`src/rtl/sbm_pkg.sv`:
```
package sbm_pkg;

    typedef enum logic [2:0] {
        ST_IDLE,
        ST_ADDR,
        ST_ASTB,
        ST_RWSET,
        ST_DSTB,
        ST_RELDS,
        ST_RELAS,
        ST_DONE
    } sbm_state_e;

endpackage

```
`src/rtl/sbm_sync.sv`:
```
module sbm_sync #(
    parameter int STAGES = 2
) (
    input  logic clk,
    input  logic rst_n,
    input  logic d,
    output logic q
);
    logic [STAGES-1:0] chain;

    generate
        for (genvar i = 0; i < STAGES; i++) begin : g_stage
            if (i == 0) begin : g_first
                always_ff @(posedge clk or negedge rst_n) begin
                    if (!rst_n) chain[0] <= 1'b0;
                    else        chain[0] <= d;
                end
            end else begin : g_next
                always_ff @(posedge clk or negedge rst_n) begin
                    if (!rst_n) chain[i] <= 1'b0;
                    else        chain[i] <= chain[i-1];
                end
            end
        end
    endgenerate

    assign q = chain[STAGES-1];
endmodule

```
`src/rtl/sbm_wait_timer.sv`:
```
module sbm_wait_timer #(
    parameter int TW = 8
) (
    input  logic          clk,
    input  logic          rst_n,
    input  logic          clear,
    input  logic          run,
    input  logic [TW-1:0] limit,
    output logic          expired
);
    localparam logic [TW-1:0] CNT_MAX = {TW{1'b1}};

    logic [TW-1:0] cnt;

    always_ff @(posedge clk or negedge rst_n) begin
        if (!rst_n) begin
            cnt <= '0;
        end else if (!run) begin
            cnt <= '0;
        end else if (cnt != CNT_MAX) begin
            cnt <= cnt + 1'b1;
        end
    end

    always_ff @(posedge clk or negedge rst_n) begin
        if (!rst_n) begin
            expired <= 1'b0;
        end else if (clear) begin
            expired <= 1'b0;
        end else if (run && (limit != '0) && (cnt == limit - 1'b1)) begin
            expired <= 1'b1;
        end
    end
endmodule

```
`src/rtl/strobe_bus_master.sv`:
```
module strobe_bus_master
    import sbm_pkg::*;
#(
    parameter int AW          = 16,
    parameter int DW          = 16,
    parameter int TW          = 8,
    parameter int SYNC_STAGES = 2
) (
    input  logic          clk,
    input  logic          rst_n,
    input  logic          req_i,
    input  logic          rd_i,
    input  logic [AW-1:0] addr_i,
    input  logic [DW-1:0] wdata_i,
    input  logic [TW-1:0] tmo_limit_i,
    output logic [DW-1:0] rdata_o,
    output logic          done_o,
    output logic          timeout_o,
    output logic [AW-1:0] bus_addr_o,
    output logic          bus_as_o,
    output logic          bus_rw_o,
    output logic          bus_ds_o,
    output logic [DW-1:0] bus_wdata_o,
    input  logic [DW-1:0] bus_rdata_i,
    input  logic          bus_ack_i
);
    sbm_state_e    state_q, state_d;
    logic          ack_s;
    logic          accept;
    logic          rd_q;
    logic [AW-1:0] addr_q;
    logic [DW-1:0] wdata_q;
    logic [DW-1:0] rdata_q;
    logic          dir_phase;

    sbm_sync #(.STAGES(SYNC_STAGES)) u_ack_sync (
        .clk   (clk),
        .rst_n (rst_n),
        .d     (bus_ack_i),
        .q     (ack_s)
    );

    sbm_wait_timer #(.TW(TW)) u_wait_timer (
        .clk     (clk),
        .rst_n   (rst_n),
        .clear   (accept),
        .run     ((state_q == ST_DSTB) && !ack_s),
        .limit   (tmo_limit_i),
        .expired (timeout_o)
    );

    assign accept = (state_q == ST_IDLE) && req_i;

    // state register
    always_ff @(posedge clk or negedge rst_n) begin
        if (!rst_n) state_q <= ST_IDLE;
        else        state_q <= state_d;
    end

    always_comb begin
        state_d = state_q;
        unique case (state_q)
            ST_IDLE:  if (req_i) state_d = ST_ADDR;
            ST_ADDR:  state_d = ST_ASTB;
            ST_ASTB:  state_d = ST_RWSET;
            ST_RWSET: state_d = ST_DSTB;
            ST_DSTB:  if (ack_s) state_d = ST_RELDS;
            ST_RELDS: state_d = ST_RELAS;
            ST_RELAS: if (!ack_s) state_d = ST_DONE;
            ST_DONE:  state_d = ST_IDLE;
            default:  state_d = ST_IDLE;
        endcase
    end

    // request capture and read data capture
    always_ff @(posedge clk or negedge rst_n) begin
        if (!rst_n) begin
            rd_q    <= 1'b1;
            addr_q  <= '0;
            wdata_q <= '0;
            rdata_q <= '0;
        end else begin
            if (accept) begin
                rd_q    <= rd_i;
                addr_q  <= addr_i;
                wdata_q <= wdata_i;
            end
            if ((state_q == ST_DSTB) && ack_s && rd_q) begin
                rdata_q <= bus_rdata_i;
            end
        end
    end

    // outputs
    always_comb begin
        dir_phase   = (state_q == ST_RWSET) || (state_q == ST_DSTB) ||
                      (state_q == ST_RELDS) || (state_q == ST_RELAS);
        bus_addr_o  = addr_q;
        bus_as_o    = (state_q == ST_ASTB) || (state_q == ST_RWSET) ||
                      (state_q == ST_DSTB) || (state_q == ST_RELDS);
        bus_ds_o    = (state_q == ST_DSTB);
        bus_rw_o    = dir_phase ? rd_q : 1'b1;
        bus_wdata_o = (dir_phase && !rd_q) ? wdata_q : '0;
        done_o      = (state_q == ST_DONE);
        rdata_o     = rdata_q;
    end
endmodule

```
`config.mk`:
```
export PLATFORM = sky130hd
export DESIGN_NAME = strobe_bus_master
export DESIGN_NICKNAME = d
export VERILOG_FILES = /design/src/rtl/sbm_pkg.sv /design/src/rtl/sbm_sync.sv /design/src/rtl/sbm_wait_timer.sv /design/src/rtl/strobe_bus_master.sv
export SDC_FILE = /design/constraint.sdc
export NUM_CORES = 1
export LEC_CHECK = 0
export BUFFER_PORTS_ARGS = -buffer_cell sky130_fd_sc_hd__buf_2
export CAP_MARGIN = 20
export CELL_PAD_IN_SITES_DETAIL_PLACEMENT = 1
export CELL_PAD_IN_SITES_GLOBAL_PLACEMENT = 2
export CORE_ASPECT_RATIO = 0.8
export CORE_UTILIZATION = 30
export DETAILED_ROUTE_END_ITERATION = 8
export GPL_ROUTABILITY_DRIVEN = 1
export PLACE_DENSITY = 0.82
export SLEW_MARGIN = 20
export SYNTH_ARGS = -nofsm -noshare
export SYNTH_HDL_FRONTEND = slang
export SYNTH_SLANG_ARGS = --single-unit
```
`constraint.sdc`:
```
create_clock -name clk -period 2.5 [get_ports clk]
set_clock_uncertainty 0.2 [all_clocks]
set_input_delay 0.25 -clock clk [delete_from_list [all_inputs] [get_ports clk]]
set_output_delay 0.25 -clock clk [all_outputs]
set_load 0.1 [all_outputs]
```
==> results.cfg <==
[outcome]
outcome = completed

[drt]
vias_per_cell = 4.49
via_count = 2298
drtIter0Drc = 62
firstDrtPassIters = 3
wl_per_cell_um = 15.1
ant_nets = 0
drt_wl_total_um = 7730
drc = 0

[clock_network]
postCtsSetupBuffers = 0
hold_buffers = 51
clkTransAtPathRegs_ns = 0.05
cts_tree = yes
cts-htree-levels = 3
numCtsBuffers = 9
cts-root-buf = clkbuf_16
cts_sinks = 63
cts_resized = 0
clockBufferDepth = 2
clock_latency_ns = 0.32

[synthesis]
yosys.area.top_type = dfrtp_1
ys_seq_area_frac = 0.556
synth.avg_cell_area_um2 = 12.9
ys_async_sr_fraction = 1.00
synth_edf_count = 0
ys.flop_type = dfrtp_1
synthCells = 221
synth_fp_nets = 285
synth_top_area_share = 0.546
syn_area_mm2 = 0.00284
yosys_warnings = 0
ys_ff_latch = 63
synthTopCellsByArea = dfrtp_1 55%, mux2_2 19%, and2_1 4.0%, xor2_1 2.8%, nor2_1 1.9%
synth_cell_types = 36

[worst_setup_path]
critPathMaxFanout = 17
path_class = register to output port
startpoint_type = register
rr_endpoint = bus_addr_o[11]
crit_arrival_ns = 1.90
r2r-start = state_q[1]
required_ns = 2.05
rr_worst_depth = 3
cp-end-kind = output port
reg2reg_slack_ns = 0.47

[global_routing]
grt_max_degree = 37
grt_usage = 0.165
grt_pass1_wl_um = 12800
grt_pass1_vias = 2568
antenna_found_initial = 0
grt-ovfl-total = 0

[finish]
multi_input_area_mm2 = 0.00123
fin_util = 0.506
area_delta_synth_final_pct = 62.3
diodes = 0
drive_above_1_share = 0.471
fillers = 962
seqCellArea_mm2 = 0.00158
nets = 457

[floorplan]
start_util = 0.312
die_h_um = 89.0
die_x_um = 111
core_area_mm2 = 0.00911
io_pins = 114
die_area_mm2 = 0.00986
rows = 31

[sta]
worst_pin_slew_ns = 0.500
period_minus_slack_ns = 2.35
maxSlewHeadroom = 0.669
setup_viol = 0
rsz0062_at_grt = no
finalCritPeriodShare = 0.940
hold_viol = 0
fmax_mhz = 426
drv_slew = 0

[min_path]
hold_class = primary input to asynchronous set/reset pin

[flow_run]
drv_cap = 0

[placement]
gp_congestion = 0.736
portBuffers = 113
dpl.hpwl_um = 5110
-- cells in the mapped netlist, types with 2 or more instances --
master,instances
a211oi_1,5
a21oi_1,2
and2_1,18
and3_1,5
buf_2,2
buf_4,6
dfrtp_1,62
ha_1,3
inv_1,4
mux2_2,49
nand2_1,7
nand2b_1,3
nand3_1,4
nand4_1,2
nor2_1,14
nor3_1,3
xnor2_1,5
xor2_1,9
-- registers in the layout, summed over array words and instances, names as in the netlist --
| name | cells |
|---|---|
| state_q | 3 |
| rdata_o | 16 |
| u_ack_sync.chain | 1 |
| wdata_q | 16 |
| u_ack_sync.q | 1 |
| u_wait_timer.cnt | 8 |
| bus_addr_o | 16 |
| rd_q | 1 |
| u_wait_timer.expired | 1 |
-- per-stage QoR --
stage / setup slack (ns) / hold slack [ns] / cells / setup TNS, ns / area, µm²
2_1_floorplan: -0.0434 / -0.246 / 221 / -0.434 / 2900
3_3_place_gp: 0.516 / -0.125 / 446 / 0 / 3830
3_5_place_dp: 0.457 / -0.121 / 446 / 0 / 3830
4_1_cts: 0.128 / 0.0703 / 512 / 0 / 4610
5_1_grt: 0.0192 / 0.0975 / 512 / 0 / 4610
6_report: 0.151 / 0.0910 / 512 / 0 / 4610
-- critical path, cell delays in order (launching register included) --
cell and delay [ns]:
dfrtp_1 0.57, nand2_1 0.11, xor2_1 0.19, nor2_1 0.06
buf_4 0.18, inv_1 0.06, buf_2 0.41
-- worst max path at each step --
| stage | startpoint | end | slack (ns) |
|---|---|---|---|
| after detailed placement | state_q[1] | bus_addr_o[12] | 0.46 |
| after CTS | state_q[1] | bus_wdata_o[0] | 0.13 |
| after floorplan | state_q[1] | rdata_o[10] | -0.04 |
| after global placement | state_q[1] | bus_addr_o[1] | 0.52 |
| final | state_q[1] | bus_rw_o | 0.15 |
| after global routing | state_q[1] | bus_wdata_o[0] | 0.02 |
-- metal layers --
layer / track usage / part of all wire / vias up
li1: - / - / 1111
met1: 0.196 / 0.43 / 1112
met2: 0.304 / 0.51 / 73
met3: 0.0488 / 0.049 / 2
met4: 0.0327 / 0.0028 / 0
met5: 0 / 0 / -
-- cell families (layout without fill, tap and decap cells) --
kind of cell / count (synthesis) / in the layout / share of synthesized area
flip-flops: 63 / 63 / 0.556
XOR/XNOR: 14 / 14 / 0.0432
AO/OA/AOI/OAI: 15 / 15 / 0.0383
AND/OR/NAND/NOR: 63 / 63 / 0.126
multiplexers: 50 / 50 / 0.198
adder cells (fa/ha/maj): 3 / 3 / 0.0132
buffers and inverters: 13 / 189 / 0.0260
-- cell type report --
type | instances | share of cell area
well taps | 115 | 0.0312
clock inverters | 4 | 0.00489
repair buffers | 170 | 0.298
clock buffers | 11 | 0.0527
flip-flops and latches | 63 | 0.343
multi-input cells | 145 | 0.267
inverters | 4 | 0.00326
-- cells in the final DEF (no fill, tap or decap), types with 5 or more instances in the layout --
cell,instances
buf_2,97
dfrtp_1,61
dlygate4sd3_1,51
mux2_2,39
and2_1,18
buf_12,17
nor2_1,14
mux2_4,10
xor2_1,9
clkbuf_16,9
nand2_1,7
and3_1,5
xnor2_1,5
a211oi_1,5
buf_4,5
Power is left out: the tool's default activity adds up to more than one toggle a clock period on the data nets, which glitch-free logic cannot reach.
